File: config.mk
export PLATFORM = sky130hd
export DESIGN_NAME = atx_ctx_seq
export DESIGN_NICKNAME = d
export VERILOG_FILES = /design/src/rtl/atx_pkg.sv /design/src/rtl/atx_payload_buf.sv /design/src/rtl/atx_retry_ctr.sv /design/src/rtl/atx_ctx_seq.sv
export SDC_FILE = /design/constraint.sdc
export NUM_CORES = 1
export LEC_CHECK = 0
export BUFFER_PORTS_ARGS = -buffer_cell sky130_fd_sc_hd__buf_2
export CORE_AREA = 2 2 250 252
export CTS_CLUSTER_DIAMETER = 100
export DETAILED_ROUTE_END_ITERATION = 8
export DIE_AREA = 0 0 252 254
export PLACE_DENSITY = 0.51
export SLEW_MARGIN = 20
export SYNTH_ARGS = -nofsm -noshare
export SYNTH_HDL_FRONTEND = slang
export SYNTH_SLANG_ARGS = --single-unit
File: constraint.sdc
create_clock -name clk -period 4.84 [get_ports clk]
set_clock_uncertainty 0.1 [all_clocks]
set_input_delay 0.242 -clock clk [delete_from_list [all_inputs] [get_ports clk]]
set_output_delay 0.242 -clock clk [all_outputs]
set_load 0.05 [all_outputs]
File: src/rtl/atx_pkg.sv
package atx_pkg;
  typedef enum logic [3:0] {
    S_IDLE, S_DREQ, S_DRSP, S_PREQ, S_PRSP, S_SEND, S_WACK, S_WB
  } atx_state_e;

  // result codes written to status bits [3:0]
  localparam logic [3:0] CODE_OK    = 4'h1;
  localparam logic [3:0] CODE_RETRY = 4'h2;
  localparam logic [3:0] CODE_MEM   = 4'h3;
  localparam logic [3:0] CODE_LINK  = 4'h4;
  localparam logic [3:0] CODE_LEN   = 4'h5;

  // link acknowledge codes
  localparam logic [1:0] ACK_DONE  = 2'd0;
  localparam logic [1:0] ACK_BUSY  = 2'd1;
  localparam logic [1:0] ACK_RETRY = 2'd2;
  localparam logic [1:0] ACK_ERR   = 2'd3;

  localparam int CNT_W    = 16;  // payload count field width
  localparam int LAST_BIT = 31;  // last-descriptor flag in control word
endpackage

File: src/rtl/atx_payload_buf.sv
module atx_payload_buf #(
  parameter int DW    = 32,
  parameter int DEPTH = 8,
  localparam int IW   = $clog2(DEPTH + 1),
  localparam int AW   = (DEPTH > 1) ? $clog2(DEPTH) : 1
) (
  input  logic          clk,
  input  logic          rst_n,
  input  logic          clr,
  input  logic          wr_en,
  input  logic [DW-1:0] wr_data,
  input  logic          rewind,
  input  logic          rd_adv,
  output logic [DW-1:0] rd_data,
  output logic [IW-1:0] wr_idx,
  output logic [IW-1:0] rd_idx
);
  logic [DW-1:0] store_q [DEPTH];

  always_ff @(posedge clk) begin
    if (wr_en) store_q[wr_idx[AW-1:0]] <= wr_data;
  end

  always_ff @(posedge clk or negedge rst_n) begin
    if (!rst_n) begin
      wr_idx <= '0;
      rd_idx <= '0;
    end else if (clr) begin
      wr_idx <= '0;
      rd_idx <= '0;
    end else begin
      if (wr_en)  wr_idx <= wr_idx + 1'b1;
      if (rewind) rd_idx <= '0;
      else if (rd_adv) rd_idx <= rd_idx + 1'b1;
    end
  end

  assign rd_data = store_q[rd_idx[AW-1:0]];

  AST_BUF_NO_OVERFLOW: assert property (@(posedge clk) disable iff (!rst_n)
    wr_en |-> (wr_idx < IW'(DEPTH)));
  AST_BUF_READ_FILLED: assert property (@(posedge clk) disable iff (!rst_n)
    rd_adv |-> (rd_idx < wr_idx));
endmodule

File: src/rtl/atx_retry_ctr.sv
module atx_retry_ctr #(
  parameter int RETRY_MAX = 3,
  localparam int RW = $clog2(RETRY_MAX + 2)
) (
  input  logic          clk,
  input  logic          rst_n,
  input  logic          clr,
  input  logic          inc,
  output logic [RW-1:0] count,
  output logic          spent
);
  always_ff @(posedge clk or negedge rst_n) begin
    if (!rst_n)   count <= '0;
    else if (clr) count <= '0;
    else if (inc) count <= count + 1'b1;
  end

  assign spent = (count == RW'(RETRY_MAX));

  AST_RETRY_CAP: assert property (@(posedge clk) disable iff (!rst_n)
    inc |-> (count < RW'(RETRY_MAX)));
endmodule

File: src/rtl/atx_ctx_seq.sv
module atx_ctx_seq
  import atx_pkg::*;
#(
  parameter int          WORD_W    = 32,
  parameter int          DEPTH     = 8,
  parameter int          RETRY_MAX = 3,
  parameter logic [31:0] LIST_BASE = 32'h0000_1000,
  localparam int IW = $clog2(DEPTH + 1),
  localparam int RW = $clog2(RETRY_MAX + 2)
) (
  input  logic              clk,
  input  logic              rst_n,
  input  logic              start,
  output logic              rd_req_valid,
  input  logic              rd_req_ready,
  output logic [WORD_W-1:0] rd_req_addr,
  input  logic              rd_rsp_valid,
  output logic              rd_rsp_ready,
  input  logic [WORD_W-1:0] rd_rsp_data,
  input  logic              rd_rsp_err,
  output logic              tx_valid,
  input  logic              tx_ready,
  output logic [WORD_W-1:0] tx_data,
  output logic              tx_last,
  input  logic              ack_valid,
  input  logic [1:0]        ack_code,
  output logic              wr_valid,
  input  logic              wr_ready,
  output logic [WORD_W-1:0] wr_addr,
  output logic [WORD_W-1:0] wr_data,
  output logic              irq,
  output logic              ctx_active,
  output logic              ctx_dead,
  output logic              ctx_idle
);
  atx_state_e        state_q;
  logic              dead_q, irq_q;
  logic [WORD_W-1:0] desc_q, ctrl_q, data_q, br_q;
  logic [1:0]        widx_q;
  logic [IW-1:0]     len_q;
  logic [3:0]        code_q;

  logic              desc_begin, buf_wr, buf_adv, retry_inc, spent, len_bad;
  logic [IW-1:0]     wr_idx, rd_idx;
  logic [RW-1:0]     retries;
  logic [WORD_W-1:0] buf_q;

  assign len_bad = (ctrl_q[CNT_W-1:0] == '0) || (ctrl_q[CNT_W-1:0] > CNT_W'(DEPTH));

  // new descriptor: from idle on start, or chained after a good write-back
  assign desc_begin = (state_q == S_IDLE && start) ||
                      (state_q == S_WB && wr_ready && code_q == CODE_OK &&
                       !ctrl_q[LAST_BIT] && br_q != '0);
  assign buf_wr    = (state_q == S_PRSP) && rd_rsp_valid && !rd_rsp_err;
  assign buf_adv   = tx_valid && tx_ready;
  assign retry_inc = (state_q == S_WACK) && ack_valid && !spent &&
                     (ack_code == ACK_BUSY || ack_code == ACK_RETRY);

  atx_payload_buf #(.DW(WORD_W), .DEPTH(DEPTH)) u_buf (
    .clk(clk), .rst_n(rst_n), .clr(desc_begin), .wr_en(buf_wr),
    .wr_data(rd_rsp_data), .rewind(retry_inc), .rd_adv(buf_adv),
    .rd_data(buf_q), .wr_idx(wr_idx), .rd_idx(rd_idx));

  atx_retry_ctr #(.RETRY_MAX(RETRY_MAX)) u_retry (
    .clk(clk), .rst_n(rst_n), .clr(desc_begin), .inc(retry_inc),
    .count(retries), .spent(spent));

  always_ff @(posedge clk or negedge rst_n) begin
    if (!rst_n) begin
      state_q <= S_IDLE;
      dead_q  <= 1'b0;
      irq_q   <= 1'b0;
      desc_q  <= '0;
      ctrl_q  <= '0;
      data_q  <= '0;
      br_q    <= '0;
      widx_q  <= '0;
      len_q   <= '0;
      code_q  <= '0;
    end else begin
      irq_q <= 1'b0;
      case (state_q)
        S_IDLE: if (start) begin
          dead_q  <= 1'b0;
          desc_q  <= LIST_BASE;
          widx_q  <= '0;
          state_q <= S_DREQ;
        end
        S_DREQ: if (rd_req_ready) state_q <= S_DRSP;
        S_DRSP: if (rd_rsp_valid) begin
          if (rd_rsp_err) begin
            code_q  <= CODE_MEM;
            state_q <= S_WB;
          end else begin
            case (widx_q)
              2'd0:    ctrl_q <= rd_rsp_data;
              2'd1:    data_q <= rd_rsp_data;
              2'd2:    br_q   <= rd_rsp_data;
              default: ;
            endcase
            widx_q <= widx_q + 1'b1;
            if (widx_q != 2'd3) state_q <= S_DREQ;
            else if (len_bad) begin
              code_q  <= CODE_LEN;
              state_q <= S_WB;
            end else begin
              len_q   <= IW'(ctrl_q[CNT_W-1:0]);
              state_q <= S_PREQ;
            end
          end
        end
        S_PREQ: if (rd_req_ready) state_q <= S_PRSP;
        S_PRSP: if (rd_rsp_valid) begin
          if (rd_rsp_err) begin
            code_q  <= CODE_MEM;
            state_q <= S_WB;
          end else if (wr_idx == len_q - 1'b1) state_q <= S_SEND;
          else state_q <= S_PREQ;
        end
        S_SEND: if (tx_ready && tx_last) state_q <= S_WACK;
        S_WACK: if (ack_valid) begin
          case (ack_code)
            ACK_DONE: begin code_q <= CODE_OK;   state_q <= S_WB; end
            ACK_ERR:  begin code_q <= CODE_LINK; state_q <= S_WB; end
            default:
              if (spent) begin code_q <= CODE_RETRY; state_q <= S_WB; end
              else state_q <= S_SEND;
          endcase
        end
        S_WB: if (wr_ready) begin
          irq_q <= 1'b1;
          if (code_q != CODE_OK) begin
            dead_q  <= 1'b1;
            state_q <= S_IDLE;
          end else if (desc_begin) begin
            desc_q  <= br_q;
            widx_q  <= '0;
            state_q <= S_DREQ;
          end else state_q <= S_IDLE;
        end
        default: state_q <= S_IDLE;
      endcase
    end
  end

  always_comb begin
    wr_data       = '0;
    wr_data[3:0]  = code_q;
    wr_data[15:8] = 8'(retries);
  end

  assign rd_req_valid = (state_q == S_DREQ) || (state_q == S_PREQ);
  assign rd_req_addr  = (state_q == S_DREQ) ? desc_q + {widx_q, 2'b00}
                                            : data_q + (WORD_W'(wr_idx) << 2);
  assign rd_rsp_ready = (state_q == S_DRSP) || (state_q == S_PRSP);
  assign tx_valid     = (state_q == S_SEND);
  assign tx_data      = buf_q;
  assign tx_last      = (rd_idx == len_q - 1'b1);
  assign wr_valid     = (state_q == S_WB);
  assign wr_addr      = desc_q + WORD_W'(12);
  assign irq          = irq_q;
  assign ctx_active   = (state_q != S_IDLE);
  assign ctx_dead     = dead_q;
  assign ctx_idle     = (state_q == S_IDLE) && !dead_q;

  AST_FILL_BEFORE_SEND: assert property (@(posedge clk) disable iff (!rst_n)
    tx_valid |-> (wr_idx == len_q));
  AST_TX_HOLD: assert property (@(posedge clk) disable iff (!rst_n)
    tx_valid && !tx_ready |=> tx_valid && $stable(tx_data) && $stable(tx_last));
  AST_REQ_HOLD: assert property (@(posedge clk) disable iff (!rst_n)
    rd_req_valid && !rd_req_ready |=> rd_req_valid && $stable(rd_req_addr));
  AST_WB_HOLD: assert property (@(posedge clk) disable iff (!rst_n)
    wr_valid && !wr_ready |=> wr_valid && $stable(wr_data) && $stable(wr_addr));
  AST_IRQ_PULSE: assert property (@(posedge clk) disable iff (!rst_n)
    irq |=> !irq);
  AST_IRQ_AFTER_WB: assert property (@(posedge clk) disable iff (!rst_n)
    irq |-> $past(wr_valid && wr_ready));
  AST_DEAD_QUIET: assert property (@(posedge clk) disable iff (!rst_n)
    ctx_dead |-> !rd_req_valid && !tx_valid);
  AST_STATUS_ONEHOT: assert property (@(posedge clk) disable iff (!rst_n)
    $onehot({ctx_active, ctx_dead, ctx_idle}));
endmodule

==> reports/metrics.yaml <==
sta:
  slew_violations: 0
  hold_viol_final: 0
  min_period_ns: 3.87
  worst_pin_slew_ns: 1.02
  tns_ns: 0
  clock.fmax_ghz: 0.258
  rsz0062_at_grt: "no"
  finalSetupViolCount: 0
  maxSlewHeadroom_pct: 31.7
  fin_crit_sh_pct: 79.9
global_routing:
  grt_max_degree: 105
  busiest_layer: "met2"
  antenna_found_initial: 1
  grt_pass1_wl_mm: 72.4
  grt_util_all_layers_pct: 15.2
  grt_use_met2_pct: 24.3
  grt_pass1_vias: 11100
  met1_usage_pct: 20.9
  grt_overflow: 0
  met3_usage_pct: 3.34
clock_network:
  clk_path_buf_depth: 3
  path_clk_slew_ns: 0.06
  root_buffer: "clkbuf_16"
  htreeDepth: 2
  cts_made_buffers: 43
  clock_latency_ns: 0.58
  clock_sinks: 394
  cts_tree: "yes"
  cts-resized-gates: 0
flow_run:
  drv_cap: 0
yosys:
  async_reset_ff_share_pct: 35.0
  synth-seq-cells: 394
  yosysTopAreaCellShare_pct: 42.1
  synthDistinctLibCells: 71
  synth_edf_count: 256
  yosys-top-cells-count: "256 x edfxtp_1, 138 x dfrtp_1, 120 x mux2_2"
  syn_area_per_cell_um2: 14.7
  seq_area_frac_synth_pct: 61.0
  ys_warn_count: 0
  synthesis.area_um2: 18300
  synthFlopType: "edfxtp_1"
  yosys.area.top_type: "edfxtp_1"
  yosys-top-cells-area: "edfxtp_1 42%, dfrtp_1 19%, mux4_2 7.9%"
  synth_most_common_cell: "edfxtp_1"
  postSynthCellCount: 1245
drt:
  wl_per_cell_um: 21.7
  postRouteAntennaNets: 0
  drt_first_pass_iters: 5
  wirelength_mm: 48.7
  drc_errors: 0
  vias: 10800
  first_iter_violations: 692
  avgViaCountPerCell: 4.80
worst_setup_path:
  critical_path_class: "reg2out"
  endpoint_kind: "output port"
  reg2reg_slack_ns: 1.88
  startpoint_type: "flop"
  slowest_delay_ns: 0.73
  cp-startpoint: "u_buf.wr_idx[1]"
  cp_max_fo: 13
  reg2reg_depth: 5
  endpoint: "rd_req_addr[16]"
  cp_slowest_cell: "a21oi_2"
  crit_chain: "inv_1, fa_1, nand2b_1, a21oi_2, nand3_1, xor2_1, mux2i_1, buf_2"
  arrival_ns: 3.53
  reg2reg_from: "state_q[1]"
  required_ns: 4.50
  reg2reg_to: "u_buf.store_q[5][9]"
final_layout:
  drive_gt1_share_pct: 32.1
  area_delta_synth_final_pct: 18.6
  fill_cells: 5912
  multi_input_area_um2: 6510
  fin_nets: 1485
  finish.instance_area_um2: 21700
  ff_latch_area_um2: 11100
worst_hold_path:
  hp-class: "in2async"
die:
  ioPinCount: 180
  start_util_pct: 29.8
  die_area_um2: 64000
  core-area_um2: 61300
  dieWidth_um: 252
  rows: 91
  die_y_um: 254
place:
  hpwl_mm: 32.5
  placed_area_um2: 19800
  place_congestion: 0.833
  port_buffers: 153
power:
  p_per_area_nw_per_um2: 582
  ir_drop_uv: 300
  cellLeakagePower_nw: 8.27
status:
  status: "finished clean"
## how the worst min path moves through the flow
stage               start   endpoint  cells past startpoint
floorplan           rst_n    br_q[0]                      0
global placement    rst_n  code_q[0]                      1
detailed placement  rst_n  code_q[1]                      1
CTS                 start   ctx_dead                      3
global route        rst_n  code_q[0]                      2
finish              rst_n  code_q[1]                      2
## layer usage
metal	part of all wire [%]	wire [um]
met1	46	22600
met5	0	0
met3	4.8	2330
met4	1.9	942
met2	47	22800
## sequential cells by signal, indices dropped and copies added, names as in the netlist, 3 cells and up
name,cells
desc_q,32
u_buf.wr_idx,4
u_retry.count,3
ctrl_q,17
state_q,3
len_q,4
u_buf.rd_idx,4
u_buf.store_q,256
br_q,32
code_q,3
data_q,32
## cells by family (layout without fill, tap and decap cells)
family / after synthesis / after routing / share of synthesized area, %
buffers and inverters: 157 / 344 / 4.36
and+or+nand+nor: 281 / 281 / 8.89
xor gates and xnor gates: 99 / 99 / 4.74
AOI/OAI and AO/OA: 78 / 78 / 2.55
other: 1 / 28 / 0.0205
muxes: 215 / 215 / 17.0
DFF: 394 / 394 / 61.0
adders and majority gates: 20 / 20 / 1.45
## layout by cell type, fill, tap and decap left out, types with 39 or more instances in the layout
| cell type | synthesis | routed |
|---|---|---|
| nand3_1 | 67 | 67 |
| mux4_2 | 64 | 64 |
| xor2_1 | 56 | 56 |
| xnor2_1 | 43 | 43 |
| mux2_2 | 120 | 120 |
| inv_1 | 53 | 53 |
| clkbuf_16 | 0 | 44 |
| dfrtp_1 | 138 | 136 |
| buf_2 | 30 | 152 |
| nand2_1 | 48 | 47 |
| o21ai_0 | 39 | 39 |
| edfxtp_1 | 256 | 256 |
## power breakdown
part | internal [mW] | switching (mW) | leakage (nW)
Clock | 2.04 | 1.37 | 0.712
Combinational | 1.55 | 2.90 | 3.40
Sequential | 4.03 | 0.728 | 4.16
## metrics by stage
stage          std cells  utilization, %  worst slack [ns]  total power, mW  hold slack (ns)
2_1_floorplan       1270               -              1.06             8.06           -0.154
4_1_cts             2245            35.3             0.918             12.8           0.0297
5_1_grt             2247            35.4             0.771             13.2           0.0423
3_5_place_dp        2128            32.3              1.54             9.28            0.316
6_report            2249            35.4             0.971             12.6           0.0281
3_3_place_gp        2128            32.3              1.58             9.27            0.317
## critical path, delay by kind of cell (launching register included)
| family | cells | cell delay [ns] |
|---|---|---|
| AO/OA/AOI/OAI | 1 | 0.73 |
| XOR/XNOR | 1 | 0.19 |
| adder cells (fa/ha/maj) | 1 | 0.45 |
| buffers and inverters | 2 | 0.45 |
| flip-flops | 1 | 0.53 |
| multiplexers | 1 | 0.22 |
| AND/OR/NAND/NOR | 2 | 0.38 |
## layout make-up
class | instances | area share (%)
Multi-Input combinational cell | 719 | 30.0
Antenna cell | 2 | 0.0231
Tap cell | 790 | 4.56
Sequential cell | 394 | 51.4
Timing Repair Buffer | 210 | 6.21
Clock inverter | 26 | 1.40
Inverter | 54 | 0.935
Clock buffer | 54 | 5.39
## repair_timing
item,in CTS,in global routing
setup buffers,0,0
endpoints found under the hold margin,401,0
hold buffers,37,0
(Power assumes the default switching activity.)
